**config.mk**
```make
export PLATFORM = sky130hd
export DESIGN_NAME = gpio_port_ctrl
export DESIGN_NICKNAME = d
export VERILOG_FILES = /design/src/rtl/gpio_port_pkg.sv /design/src/rtl/gpio_in_sync.sv /design/src/rtl/gpio_addr_decode.sv /design/src/rtl/gpio_irq_ctrl.sv /design/src/rtl/gpio_port_ctrl.sv
export SDC_FILE = /design/constraint.sdc
export NUM_CORES = 1
export LEC_CHECK = 0
export BUFFER_PORTS_ARGS = -buffer_cell sky130_fd_sc_hd__buf_2
export CORE_ASPECT_RATIO = 1.25
export CORE_UTILIZATION = 43
export CTS_BUF_LIST = sky130_fd_sc_hd__clkbuf_4 sky130_fd_sc_hd__clkbuf_8
export DETAILED_ROUTE_END_ITERATION = 8
export PLACE_DENSITY_LB_ADDON = 0.15
export SLEW_MARGIN = 20
export SYNTH_ARGS = -nofsm -noshare
export SYNTH_HDL_FRONTEND = slang
export SYNTH_SLANG_ARGS = --single-unit
```
**constraint.sdc**
```tcl
create_clock -name clk -period 3.1 [get_ports clk]
set_input_delay 0.31 -clock clk [delete_from_list [all_inputs] [get_ports clk]]
set_output_delay 0.31 -clock clk [all_outputs]
set_load 0.03 [all_outputs]
```
**src/rtl/gpio_port_pkg.sv**
```systemverilog
`timescale 1ns/1ps
package gpio_port_pkg;

   // Register selected by the address decoder
   typedef enum logic [3:0] {
      SEL_NONE,
      SEL_DIR,
      SEL_DIN,
      SEL_DOUT,
      SEL_DSET,
      SEL_DCLR,
      SEL_STS,
      SEL_EN,
      SEL_ENSET,
      SEL_ENCLR
   } reg_sel_e;

   localparam int LAYOUT_COMPACT = 0;
   localparam int LAYOUT_SPLIT   = 1;

   // Offset of the highest register in each layout (sizing check)
   function automatic int unsigned top_offset(input int layout);
      return (layout == LAYOUT_SPLIT) ? 32'h194 : 32'h94;
   endfunction

endpackage

```
**src/rtl/gpio_in_sync.sv**
```systemverilog
`timescale 1ns/1ps
module gpio_in_sync #(
   parameter int W      = 32,
   parameter int STAGES = 2
) (
   input  logic         clk,
   input  logic         rst_n,
   input  logic [W-1:0] d,
   output logic [W-1:0] q
);

   if (STAGES < 2) begin : g_bad_stages
      $error("gpio_in_sync: STAGES must be at least 2");
   end

   logic [STAGES-1:0][W-1:0] chain_q;

   always_ff @(posedge clk or negedge rst_n) begin
      if (!rst_n) begin
         chain_q <= '0;
      end else begin
         chain_q <= {chain_q[STAGES-2:0], d};
      end
   end

   assign q = chain_q[STAGES-1];

endmodule

```
**src/rtl/gpio_addr_decode.sv**
```systemverilog
`timescale 1ns/1ps
module gpio_addr_decode
   import gpio_port_pkg::*;
#(
   parameter int ADDR_W = 9,
   parameter int LAYOUT = LAYOUT_COMPACT
) (
   input  logic [ADDR_W-1:0] addr,
   output reg_sel_e          sel
);

   localparam int unsigned BANK = (LAYOUT == LAYOUT_SPLIT) ? 32'h100 : 32'h0;
   localparam logic [ADDR_W-1:0] A_DIR  = ADDR_W'(BANK + 32'h34);
   localparam logic [ADDR_W-1:0] A_DIN  = ADDR_W'(BANK + 32'h38);
   localparam logic [ADDR_W-1:0] A_DOUT = ADDR_W'(BANK + 32'h3C);
   localparam logic [ADDR_W-1:0] A_DCLR = ADDR_W'(BANK + 32'h90);
   localparam logic [ADDR_W-1:0] A_DSET = ADDR_W'(BANK + 32'h94);
   localparam logic [ADDR_W-1:0] A_STS  =
      ADDR_W'((LAYOUT == LAYOUT_SPLIT) ? 32'h2C : 32'h18);
   localparam logic [ADDR_W-1:0] A_EN    = ADDR_W'(32'h1C);
   localparam logic [ADDR_W-1:0] A_ENSET = ADDR_W'(32'h34);
   localparam logic [ADDR_W-1:0] A_ENCLR = ADDR_W'(32'h38);

   if (LAYOUT != LAYOUT_COMPACT && LAYOUT != LAYOUT_SPLIT) begin : g_bad_layout
      $error("gpio_addr_decode: LAYOUT must be 0 or 1");
   end
   if (top_offset(LAYOUT) >= (32'd1 << ADDR_W)) begin : g_bad_addr_w
      $error("gpio_addr_decode: ADDR_W too narrow for the layout");
   end

   if (LAYOUT == LAYOUT_SPLIT) begin : g_split
      always_comb begin
         case (addr)
            A_STS:   sel = SEL_STS;
            A_ENSET: sel = SEL_ENSET;
            A_ENCLR: sel = SEL_ENCLR;
            A_DIR:   sel = SEL_DIR;
            A_DIN:   sel = SEL_DIN;
            A_DOUT:  sel = SEL_DOUT;
            A_DCLR:  sel = SEL_DCLR;
            A_DSET:  sel = SEL_DSET;
            default: sel = SEL_NONE;
         endcase
      end
   end else begin : g_compact
      always_comb begin
         case (addr)
            A_STS:   sel = SEL_STS;
            A_EN:    sel = SEL_EN;
            A_DIR:   sel = SEL_DIR;
            A_DIN:   sel = SEL_DIN;
            A_DOUT:  sel = SEL_DOUT;
            A_DCLR:  sel = SEL_DCLR;
            A_DSET:  sel = SEL_DSET;
            default: sel = SEL_NONE;
         endcase
      end
   end

endmodule

```
**src/rtl/gpio_irq_ctrl.sv**
```systemverilog
`timescale 1ns/1ps
module gpio_irq_ctrl #(
   parameter int W        = 32,
   parameter bit SPLIT_EN = 1'b0
) (
   input  logic         clk,
   input  logic         rst_n,
   input  logic         en_wr,
   input  logic         en_set,
   input  logic         en_clr,
   input  logic         sts_clr,
   input  logic [W-1:0] wmask,
   input  logic [W-1:0] evt,
   output logic [W-1:0] en_q,
   output logic [W-1:0] sts_q,
   output logic         irq_q
);

   logic [W-1:0] en_next;
   logic [W-1:0] sts_next;
   logic [W-1:0] hit;

   if (SPLIT_EN) begin : g_en_split
      always_comb begin
         en_next = en_q;
         if (en_set) en_next = en_next | wmask;
         if (en_clr) en_next = en_next & ~wmask;
      end
   end else begin : g_en_plain
      always_comb begin
         en_next = en_wr ? wmask : en_q;
      end
   end

   assign hit = evt & en_q;

   // Clear first, then OR in new hits: an event wins over its own acknowledge
   always_comb begin
      sts_next = sts_q;
      if (sts_clr) sts_next = sts_next & ~wmask;
      sts_next = sts_next | hit;
   end

   always_ff @(posedge clk or negedge rst_n) begin
      if (!rst_n) begin
         en_q  <= '0;
         sts_q <= '0;
         irq_q <= 1'b0;
      end else begin
         en_q  <= en_next;
         sts_q <= sts_next;
         irq_q <= |sts_next;
      end
   end

   // a newly set status bit needs an enabled event one edge earlier
   a_r7_no_spurious_status: assert property (@(posedge clk) disable iff (!rst_n)
      1'b1 |=> ((sts_q & ~$past(sts_q) & ~$past(evt & en_q)) == '0));

   // an enabled event always leaves its bit set, even under a clearing write
   a_r8_event_wins: assert property (@(posedge clk) disable iff (!rst_n)
      1'b1 |=> (($past(evt & en_q) & ~sts_q) == '0));

   // the interrupt line tracks the OR of the status register
   a_r9_irq_matches_status: assert property (@(posedge clk) disable iff (!rst_n)
      irq_q == (|sts_q));

endmodule

```
**src/rtl/gpio_port_ctrl.sv**
```systemverilog
`timescale 1ns/1ps
module gpio_port_ctrl
   import gpio_port_pkg::*;
#(
   parameter int NPINS       = 32,
   parameter int DATA_W      = 32,
   parameter int ADDR_W      = 9,
   parameter int LAYOUT      = LAYOUT_COMPACT,
   parameter int SYNC_STAGES = 2
) (
   input  logic              clk,
   input  logic              rst_n,
   input  logic              bus_wr,
   input  logic              bus_rd,
   input  logic [ADDR_W-1:0] bus_addr,
   input  logic [DATA_W-1:0] bus_wdata,
   output logic [DATA_W-1:0] bus_rdata,
   input  logic [NPINS-1:0]  pad_in,
   output logic [NPINS-1:0]  pad_oe,
   output logic [NPINS-1:0]  pad_out,
   output logic [NPINS-1:0]  sync_in,
   input  logic [NPINS-1:0]  evt_in,
   output logic              irq
);

   localparam bit SPLIT_EN = (LAYOUT == LAYOUT_SPLIT);

   if (NPINS < 1 || NPINS > DATA_W) begin : g_bad_npins
      $error("gpio_port_ctrl: NPINS must be between 1 and DATA_W");
   end

   reg_sel_e          sel;
   logic [NPINS-1:0]  wmask;
   logic [NPINS-1:0]  dir_q;
   logic [NPINS-1:0]  dout_q;
   logic [NPINS-1:0]  en_q;
   logic [NPINS-1:0]  sts_q;
   logic [DATA_W-1:0] rd_mux;
   logic [DATA_W-1:0] rdata_q;

   assign wmask = bus_wdata[NPINS-1:0];

   gpio_in_sync #(
      .W      (NPINS),
      .STAGES (SYNC_STAGES)
   ) u_sync (
      .clk   (clk),
      .rst_n (rst_n),
      .d     (pad_in),
      .q     (sync_in)
   );

   gpio_addr_decode #(
      .ADDR_W (ADDR_W),
      .LAYOUT (LAYOUT)
   ) u_decode (
      .addr (bus_addr),
      .sel  (sel)
   );

   gpio_irq_ctrl #(
      .W        (NPINS),
      .SPLIT_EN (SPLIT_EN)
   ) u_irq (
      .clk     (clk),
      .rst_n   (rst_n),
      .en_wr   (bus_wr && sel == SEL_EN),
      .en_set  (bus_wr && sel == SEL_ENSET),
      .en_clr  (bus_wr && sel == SEL_ENCLR),
      .sts_clr (bus_wr && sel == SEL_STS),
      .wmask   (wmask),
      .evt     (evt_in),
      .en_q    (en_q),
      .sts_q   (sts_q),
      .irq_q   (irq)
   );

   // Direction and data-out registers with atomic set / clear aliases
   always_ff @(posedge clk or negedge rst_n) begin
      if (!rst_n) begin
         dir_q  <= '1;
         dout_q <= '0;
      end else if (bus_wr) begin
         case (sel)
            SEL_DIR:  dir_q  <= wmask;
            SEL_DOUT: dout_q <= wmask;
            SEL_DSET: dout_q <= dout_q | wmask;
            SEL_DCLR: dout_q <= dout_q & ~wmask;
            default:  ;
         endcase
      end
   end

   always_comb begin
      case (sel)
         SEL_DIR:   rd_mux = DATA_W'(dir_q);
         SEL_DIN:   rd_mux = DATA_W'(sync_in);
         SEL_DOUT:  rd_mux = DATA_W'(dout_q);
         SEL_STS:   rd_mux = DATA_W'(sts_q);
         SEL_EN,
         SEL_ENSET,
         SEL_ENCLR: rd_mux = DATA_W'(en_q);
         default:   rd_mux = '0;
      endcase
   end

   always_ff @(posedge clk or negedge rst_n) begin
      if (!rst_n) begin
         rdata_q <= '0;
      end else if (bus_rd) begin
         rdata_q <= rd_mux;
      end
   end

   assign bus_rdata = rdata_q;
   assign pad_oe    = ~dir_q;
   assign pad_out   = dout_q;

   // every mask bit written to the set alias is high on the pins afterwards
   a_r3_set_alias: assert property (@(posedge clk) disable iff (!rst_n)
      (bus_wr && sel == SEL_DSET) |=>
      ((pad_out & $past(wmask)) == $past(wmask)));

   // zero mask bits leave the driven value alone
   a_r4_alias_keeps_others: assert property (@(posedge clk) disable iff (!rst_n)
      (bus_wr && (sel == SEL_DSET || sel == SEL_DCLR)) |=>
      ((pad_out & ~$past(wmask)) == ($past(pad_out) & ~$past(wmask))));

   // every mask bit written to the clear alias is low afterwards
   a_r4_clear_alias: assert property (@(posedge clk) disable iff (!rst_n)
      (bus_wr && sel == SEL_DCLR) |=> ((pad_out & $past(wmask)) == '0));

   // reads of unmapped addresses return zero
   a_r11_unmapped_read_zero: assert property (@(posedge clk) disable iff (!rst_n)
      (bus_rd && sel == SEL_NONE) |=> (bus_rdata == '0));

   // unmapped writes leave the pin outputs untouched
   a_r11_unmapped_write_ignored: assert property (@(posedge clk) disable iff (!rst_n)
      (bus_wr && sel == SEL_NONE) |=> ($stable(pad_out) && $stable(pad_oe)));

endmodule

```
=== Word level (Yosys, flattened, before mapping) ===
Index checks and enable logic that the tools add are counted.

* Register bits: 225
* Input bits: 109
* Output and inout bits: 129

* Equality and inequality tests: 16
* Multiplexer cells: 4
* Bitwise gates (word level): 7
* Reductions and logical operators: 7

{| class="wikitable"
|+ Operator list
! kind !! count
|-
| case mux 32 bit (5 select lines) || 1
|-
| bitwise AND 32 bit || 3
|-
| case mux 32 bit (3 select lines) || 1
|-
| NOT 32 bit || 2
|-
| OR 32 bit || 2
|-
| 2-to-1 mux 32 bit || 1
|-
| OR reduction 32 bit || 1
|-
| == test 9 x 6 -> 1 bit, second input constant || 3
|-
| case mux 3 bit (7 select lines) || 1
|-
| == test 9 x 5 -> 1 bit, second input constant || 2
|-
| == test 9 x 8 -> 1 bit, second input constant || 2
|-
| == test 4 x 3 -> 1 bit, second input constant || 4
|-
| == test 4 x 2 -> 1 bit, second input constant || 2
|-
| == test 4 bit, second input constant || 2
|-
| == test 4 x 1 -> 1 bit, second input constant || 1
|-
| AND reduction 2 bit || 2
|-
| nonzero test 3 bit || 1
|-
| OR reduction 3 bit || 1
|-
| logical AND 1 bit || 2
|}

=== Logic depth before layout (Yosys ltp) ===
Gate-level depths: netlist of the first run.

* Depth in word-level cells: 7
* Mapped depth: 9
* Gate-level depth less buffers: 5

=== Cells and area by module ===
A second synthesis of the first run with hierarchy kept.

* Cells, all modules: 812
* Area, all modules: 9945.8 µm²

{| class="wikitable"
|+ By module, submodules not included
! module !! times used !! cells an instance !! area each (µm²)
|-
| gpio_port_ctrl || 1 || 484 || 5148.7
|-
| gpio_irq_ctrl || 1 || 221 || 2871.5
|-
| gpio_in_sync || 1 || 96 || 1841.8
|-
| gpio_addr_decode || 1 || 11 || 83.8
|}

=== Least setup slack after synthesis of the first run ===
Ideal clock, no wire load.

* Path kind: input to register
* Start: input bus_addr[8]
* End: register dout_q[10] (netlist: pad_out[10])
* Arrival time: 2048 ps
* Required time: 2979 ps
* Path slack: 931 ps
* Stages: 9
* Cells stage by stage: or3b_1 > buf_2 > nand3b_4 > or2_0 > buf_2 > and3_1 > buf_2 > buf_6 > a22o_1

* Longest elaborated chain between the ends: 5
* Elaborated cells between the ends (all ways): 14
* Those cells by class: 10 x eq/ne; 2 x mux; 2 x reduce/logical

{| class="wikitable"
|+ RTL lines
! item !! RTL line !! text
|-
| start, declared || gpio_port_ctrl.sv:15 || <nowiki>input logic [ADDR_W-1:0] bus_addr,</nowiki>
|-
| == test 9 x 8 -> 1 bit (tied with other cells) || gpio_addr_decode.sv:47 || <nowiki>case (addr)</nowiki>
|-
| case mux 3 bit (7 select lines) (*) || gpio_addr_decode.sv:47 ||
|-
| == test 4 x 2 -> 1 bit or == test 4 x 3 -> 1 bit (tied branches) || gpio_port_ctrl.sv:84 || <nowiki>case (sel)</nowiki>
|-
| nonzero test 3 bit (no line) || -- ||
|-
| AND reduction 2 bit (no line) || -- ||
|-
| end signal, assigned || gpio_port_ctrl.sv:86 || <nowiki>SEL_DOUT: dout_q <= wmask;</nowiki>
|-
| end signal, assigned || gpio_port_ctrl.sv:87 || <nowiki>SEL_DSET: dout_q <= dout_q | wmask;</nowiki>
|-
| end signal, assigned || gpio_port_ctrl.sv:88 || <nowiki>SEL_DCLR: dout_q <= dout_q & ~wmask;</nowiki>
|-
| end, declared || gpio_port_ctrl.sv:35 || <nowiki>logic [NPINS-1:0] dout_q;</nowiki>
|}

Mark *: on every way between the ends. The rest lies on a longest branch, timed or not.
A chain may end at the register's enable or synchronous reset.

=== Worst setup path after layout of the first run ===
* Start: input bus_addr[5]
* End: register u_irq.irq_q

* Longest elaborated chain between the ends: 7
* Elaborated cells between the ends (all ways): 13
* Those cells by class: 8 x eq/ne; 2 x mux; 1 x bitwise; 2 x reduce/logical

{| class="wikitable"
|+ RTL lines
! item !! RTL line !! text
|-
| == test 9 x 8 -> 1 bit (tied with other cells) || gpio_addr_decode.sv:47 ||
|-
| case mux 3 bit (7 select lines) (*) || gpio_addr_decode.sv:47 ||
|-
| == test 4 x 3 -> 1 bit (*) || gpio_port_ctrl.sv:70 || <nowiki>.sts_clr (bus_wr && sel == SEL_STS),</nowiki>
|-
| logical AND 1 bit (*) || gpio_port_ctrl.sv:70 ||
|-
| 2-to-1 mux 32 bit (*) || gpio_irq_ctrl.sv:40 || <nowiki>if (sts_clr) sts_next = sts_next & ~wmask;</nowiki>
|-
| OR 32 bit (*) || gpio_irq_ctrl.sv:41 || <nowiki>sts_next = sts_next | hit;</nowiki>
|-
| OR reduction 32 bit (*) || gpio_irq_ctrl.sv:52 || <nowiki>irq_q <= |sts_next;</nowiki>
|-
| end signal, assigned || gpio_irq_ctrl.sv:52 ||
|-
| end, declared || gpio_irq_ctrl.sv:16 || <nowiki>output logic irq_q</nowiki>
|}

Marks and branches as above.

==> results of run 1 <==
## cell families (layout without fill, tap and decap cells)
kind of cell	Yosys count	after routing
flops	225	225
buf+inv	159	433
mux	96	96
simple gates	184	184
compound gates	194	194
## Yosys cell counts (18+ instances only)
library cell / count / area share
dfrtp_1: 193 / 0.49
nand2_1: 98 / 0.037
mux2_2: 96 / 0.11
inv_1: 64 / 0.024
clkbuf_1: 42 / 0.016
nor2_1: 41 / 0.016
o22ai_1: 40 / 0.025
a221oi_1: 32 / 0.028
a22oi_1: 32 / 0.024
buf_4: 32 / 0.024
dfstp_2: 32 / 0.085
o41ai_1: 31 / 0.028
a22o_1: 24 / 0.021
o211ai_1: 24 / 0.018
nand4_1: 18 / 0.011
## sequential cells by signal, indices dropped and copies added, names as in the netlist
name,count
pad_out,32
u_irq.irq_q,1
u_irq.en_q,32
u_sync.chain_q,32
u_sync.q,32
bus_rdata,32
dir_q,32
u_irq.sts_q,32
## metal layers
metal,track usage,up-vias,part of all wire
met3,0.0524,56,0.060
met4,0.0721,2,0.022
met1,0.332,3863,0.44
met2,0.405,297,0.48
met5,0,-,0.00059
li1,-,3593,-
## power breakdown
part | total, mW | internal [mW] | switching, mW | leakage, nW
Sequential | 3.29 | 3.15 | 0.136 | 2.83
Combinational | 0.830 | 0.326 | 0.504 | 2.53
Clock | 3.03 | 1.83 | 1.20 | 0.466
## worst reg2reg max path, stage by stage (launching register included)
cell and delay, ps:
dfrtp_1 410, mux2_2 270, a22oi_1 130, nor2_1 60, a221oi_1 380, o22ai_1 120
## layout make-up
cell class                 count  share of cell area
clock buffer                  60              0.0619
clock inverter                 8             0.00947
inverter                      64              0.0193
multi-input combinational    474               0.278
sequential                   225               0.456
tap                          283              0.0285
timing repair buffer         301               0.146
## worst paths after layout
kind / end / slack [ps] / depth (start not counted)
max reg2reg: bus_rdata[23] / 1590 / 5
max in group asynchronous: dir_q[1] / 1780 / 3
min: u_irq.sts_q[10] / 30 / 3
min in group asynchronous: u_irq.en_q[24] / 370 / 2
min reg2reg: u_sync.q[10] / 340 / 0
max: u_irq.irq_q / 520 / 7
==> summary.md, run 1 <==
| Metric | Value |
|---|---|
| Crit-path max FO | `19` |
| Final instance area | `12400 sq um` |
| Global-route wire length before repair | `44000 um` |
| Routed Antenna Nets | `0` |
| Final setup fails | `0` |
| Compound-gate portion of the synthesized area | `0.153` |
| Critical hold path startpoint | `evt_in[10]` |
| Worst min path class | `primary input to flip-flop` |
| Clock Latency Late Sink | `530 ps` |
| Slowest CP cell | `or4_2` |
| Critical Path Start Type | `primary input` |
| CTS tree | `built` |
| Max_slew headroom | `0.351` |
| Worst Skew | `15.2 ps` |
| Fillers | `2017` |
| Area of the multi-input gates | `3450 sq um` |
| Fmax achieved | `388 MHz` |
| Synth Area in XOR/XNOR | `0` |
| Mux cell area share after synthesis | `0.110` |
| Asr flop ratio synth | `1.00` |
| All-layer global routing usage | `0.249` |
| Die width | `137 um` |
| Height of the die | `171 um` |
| Post-Layout Cell Count | `1415` |
| Post-synthesis simple-gate area fraction | `0.0838` |
| H-tree Lvls | `2` |
| Final nets | `between 1000 and 1500` |
| Most common cell on crit path | `nand4_1` |
| CP top delay family | `simple AND/OR/NAND/NOR gates` |
| Post-synth EDFFs | `0` |
| Sequential area share after synthesis | `0.576` |
| Placed insts | `1310` |
| Initial antenna violation count | `1` |
| Cells after Synth | `858` |
| DIE AREA | `between 20000 and 25000 sq um` |
| Mapped cell area | `9840 sq um` |
| WP buf/inv | `2` |
| Max VDD drop | `0.000556 V` |
| Diode count | `0` |
| CP Cell Sequence | `buf_2 -> or4_2 -> buf_4 -> o41ai_1 -> nand4_1 -> nor4_1 -> nand4_1` |
| Status | `finished, final reports clean` |
| Clock Path Buffers | `3` |
| Final Util | `0.556` |
| Remaining Overflow, GRT | `0` |
| Mean Syn Cell Area | `11.5 sq um` |
| Cell Pwr Density | `575 nW/um^2` |
| Largest net degree at the start of global routing | `86` |
| Post-Synth Adder-Cell Area | `0` |
| Area delta synth->final | `26.2%` |
| Initial DRC Count | `563` |
| Crit share post-route | `0.831` |
| Power Total | `slightly above 7 mW` |
| Core region area | `around 22000 sq um` |
| Library cells used by synthesis | `37` |
| Setup TNS | `0 ps` |
| Register clock-pin slew on the reported worst setup and hold paths | `roughly 70 ps` |
| WL/cell | `a little over 20 um` |
| Postcts setup bufs | `0` |
| Crit path kind | `primary input to flip-flop` |
| Max-cap violations | `0` |
| Residual DRC count | `0` |
| Proportion of layout cells with a drive suffix above 1 | `0.417` |
| Final WL | `28700 um` |
| Ys flop type | `dfrtp_1` |
| Sink Count | `around 230` |
| Area post-placement | `approximately 11000 sq um` |
| DP Wirelength | `19000 um` |
| CTS buffer count | `39` |
| Worst EP arrival | `2940 ps` |
| CTS Root Cell | `clkbuf_8` |
| Pre-CTS setup slack | `10.4 ps` |
| # hold bufs at CTS | `37` |
| Starting Density | `0.440` |
| LEAKAGE | `5.83 nW` |
| Post-CTS sizing | `0` |
| Register Area | `5670 sq um` |
| Hold WS | `around 30 ps` |
| Via count of the first global-routing pass | `7876` |
| Fin crit period | `2580 ps` |
| Max stage delay on crit path | `between 900 and 1000 ps` |
| GPL Wtd Cong | `0.815` |
| Hold Vio Cnt, Final | `0` |
| Crit end category | `flip-flop` |
| Max-slew violations | `0` |
| Most frequent cells in the layout | `buf_2, dfrtp_1, nand2_1` |
| Final WS setup | `525 ps` |
| IO buf count | `about 240` |
| Worst r2r src | `pad_out[23]` |
| Site row count | `61` |
| Drt via density | `roughly 5.5` |
| Unrepaired setup endpoints after global routing | `false` |
| Ys Warns | `0` |
| Synthesized flop and latch total | `225` |
| Worst path required time | `3470 ps` |
| Most common cell after layout, fill and taps aside | `buf_2` |
| CP startpoint | `bus_addr[5]` |
| # IOs | `238` |
| Largest family of logic cells by synthesized area | `compound AO/OA/AOI/OAI gates` |
| Vias | `7811` |
| Router iterations before antenna repair | `5` |
| Slew @ Worst Pin | `972 ps` |
| Syn nets | `967` |
Power figures use the tool's default switching activity.
==> run 2, diff against run 1 <==
Clock period 3.1 ns to 2.4 ns, I/O delays scaled along.
==> run 2 against run 1 <==
Sequential share of layout area shrank 2.1 points. Die area is the same. Flip-flop and latch count is the same. Wire length grew 2.0%. Global-route usage grew 0.75 points. Clock skew grew 1.3 ps. First-iteration DRC count shrank 23%. Critical path depth grew 2. Register-to-register slack lost 700 ps. Final cell count grew 4.8%. Combinational power grew 48%.
==> summary.md, run 2 (synthesized netlist as in run 1, its figures left out) <==
| Metric | Value |
|---|---|
| Worst r2r src | `pad_out[23]` |
| Crit path kind | `primary input to flip-flop` |
| DIE AREA | `23500 sq um (unchanged)` |
| Largest net degree at the start of global routing | `80 (-7.0%)` |
| Placed insts | `1333 (+1.8%)` |
| Fillers | `1958 (-2.9%)` |
| Critical hold path startpoint | `bus_wdata[17]` |
| All-layer global routing usage | `0.256 (+0.00755)` |
| Sink Count | `225 (unchanged)` |
| Worst path required time | `2790 ps (-680 ps)` |
| Global-route wire length before repair | `45400 um (+3.2%)` |
| Most frequent cells in the layout | `buf_2, dfrtp_1, nand2_1` |
| WHS Path Cells | `2 (-1)` |
| Site row count | `61 (unchanged)` |
| Reg2Reg Setup Slack | `890 ps (-700 ps)` |
| Final WS setup | `273 ps (-252 ps)` |
| Most common cell after layout, fill and taps aside | `buf_2` |
| Die width | `137 um (unchanged)` |
| Clock Latency Late Sink | `520 ps (about the same)` |
| Max-cap violations | `0 (unchanged)` |
| Remaining Overflow, GRT | `0 (unchanged)` |
| Max-slew violations | `0 (unchanged)` |
| Via count of the first global-routing pass | `8194 (+4.0%)` |
| Pre-CTS setup slack | `-252 ps (-262 ps)` |
| Status | `finished, final reports clean` |
| Postcts setup bufs | `0 (unchanged)` |
| Worst EP arrival | `2520 ps (-420 ps)` |
| Initial DRC Count | `436 (-23%)` |
| RR Endpoint | `bus_rdata[23]` |
| Residual DRC count | `0 (unchanged)` |
| # IOs | `238 (unchanged)` |
| Fmax achieved | `~470 MHz` |
| Cell Pwr Density | `690 nW/um^2 (+20%)` |
| Unrepaired setup endpoints after global routing | `false` |
| Fin crit period | `2130 ps` |
| Critical Path Start Type | `primary input` |
| CTS tree | `built` |
| Drt via density | `5.35 (-3.1%)` |
| Final WL | `29200 um (+2.0%)` |
| Starting Density | `0.440 (unchanged)` |
| DP Wirelength | `18900 um (-0.25%)` |
| IO buf count | `237 (unchanged)` |
| Initial antenna violation count | `1 (unchanged)` |
| Height of the die | `171 um (unchanged)` |
| Worst min path class | `primary input to flip-flop` |
| LEAKAGE | `6.11 nW (+4.8%)` |
| Post-CTS sizing | `0 (unchanged)` |
| Setup TNS | `0 ps (unchanged)` |
| Max_slew headroom | `0.332 (-0.0193)` |
| Vias | `7931 (+1.5%)` |
| CTS Root Cell | `clkbuf_8` |
| Register clock-pin slew on the reported worst setup and hold paths | `60 ps (about the same)` |
| CTS buffer count | `38 (-2.6%)` |
| R2R cell count | `5 (unchanged)` |
| Crit share post-route | `0.886` |
| Proportion of layout cells with a drive suffix above 1 | `0.414 (-0.00328)` |
| Hold WS | `15.9 ps (-13.9 ps)` |
| Worst Skew | `16.5 ps (+1.33 ps)` |
| Core region area | `22400 sq um (unchanged)` |
| Final setup fails | `0 (unchanged)` |
| Slew @ Worst Pin | `1000 ps (+28.8 ps)` |
| Hold Crit Endpoint | `pad_out[17]` |
| WL/cell | `19.7 um (-2.7%)` |
| Power Total | `8.99 mW (+26%)` |
| Final nets | `1279 (+5.4%)` |
| Max VDD drop | `0.000415 V (-25%)` |
| Hold Vio Cnt, Final | `0 (unchanged)` |
| Clock Path Buffers | `3 (unchanged)` |
| Crit-path max FO | `34 (+15)` |
| Area delta synth->final | `32.4%` |
| Router iterations before antenna repair | `5 (unchanged)` |
| GPL Wtd Cong | `0.771 (-5.4%)` |
| Routed Antenna Nets | `0 (unchanged)` |
| H-tree Lvls | `2 (unchanged)` |
| Crit end category | `flip-flop` |
| Post-Layout Cell Count | `1483 (+4.8%)` |
==> run 2: cell count changes in the layout (fill, tap and decap cells not counted) <==
cell,change
buf_12,+8
buf_4,+15
bufinv_16,-3
clkbuf_4,+13
clkbuf_8,-7
clkinv_2,-2
diode_2,+1
dlygate4sd3_1,+43
==> run 2: final cells by class <==
class / count / area [sq um] / area share
multi-input combinational: 474 / 3450 / 0.265
inverter: 64 / 240 / 0.0184
sequential: 225 / 5670 / 0.435
tap: 283 / 354 / 0.0272
antenna: 1 / 2.50 / 0.000192
clock inverter: 3 / 17.5 / 0.00134
timing repair buffer: 367 / 2520 / 0.194
clock buffer: 66 / 771 / 0.0591
==> run 2: how the worst max path moves through the flow <==
stage          slack, ps     endpoint   startpoint  cells after the start
2_1_floorplan        300  pad_out[10]  bus_addr[8]                      9
3_3_place_gp        -230  u_irq.irq_q  bus_addr[5]                      9
3_5_place_dp        -250  u_irq.irq_q  bus_addr[5]                      9
4_1_cts              290  u_irq.irq_q  bus_addr[5]                      9
5_1_grt              120  u_irq.irq_q  bus_addr[5]                      7
6_report             270  u_irq.irq_q  bus_addr[5]                      9
==> run 2: critical path, cell delays in order <==
cell and delay, ps:
buf_2 110, or4_2 710, buf_12 220, o41ai_1 380
buf_4 170, nand4_1 90, nor4_1 340, buf_4 160
nand4_1 70
==> run 2: stage by stage <==
stage               cell area [sq um]   util
finish                          13000  0.583
global route                    13000  0.583
CTS                             13000  0.583
detailed placement              11400  0.512
global placement                11400  0.512
floorplan                        9840      -
==> run 2: what timing repair did <==
action                                  CTS  global route
hold buffers                             80             0
endpoints found under the setup margin    0             0
hold endpoints to repair                151             0
==> run 2: per-layer routing <==
layer	wire length, um	vias to the layer above	GRT usage	share of wire
met2	14400	262	0.431	0.49
met3	1520	40	0.0498	0.052
met4	520	0	0.0659	0.018
met1	12800	3917	0.336	0.44
li1	-	3712	-	-
met5	0	-	0	0
==> run 2: power by group <==
part           total, mW  switching [mW]  internal [mW]
Combinational       1.23           0.684          0.551
Clock               3.51            1.50           2.01
Sequential          4.24           0.169           4.07
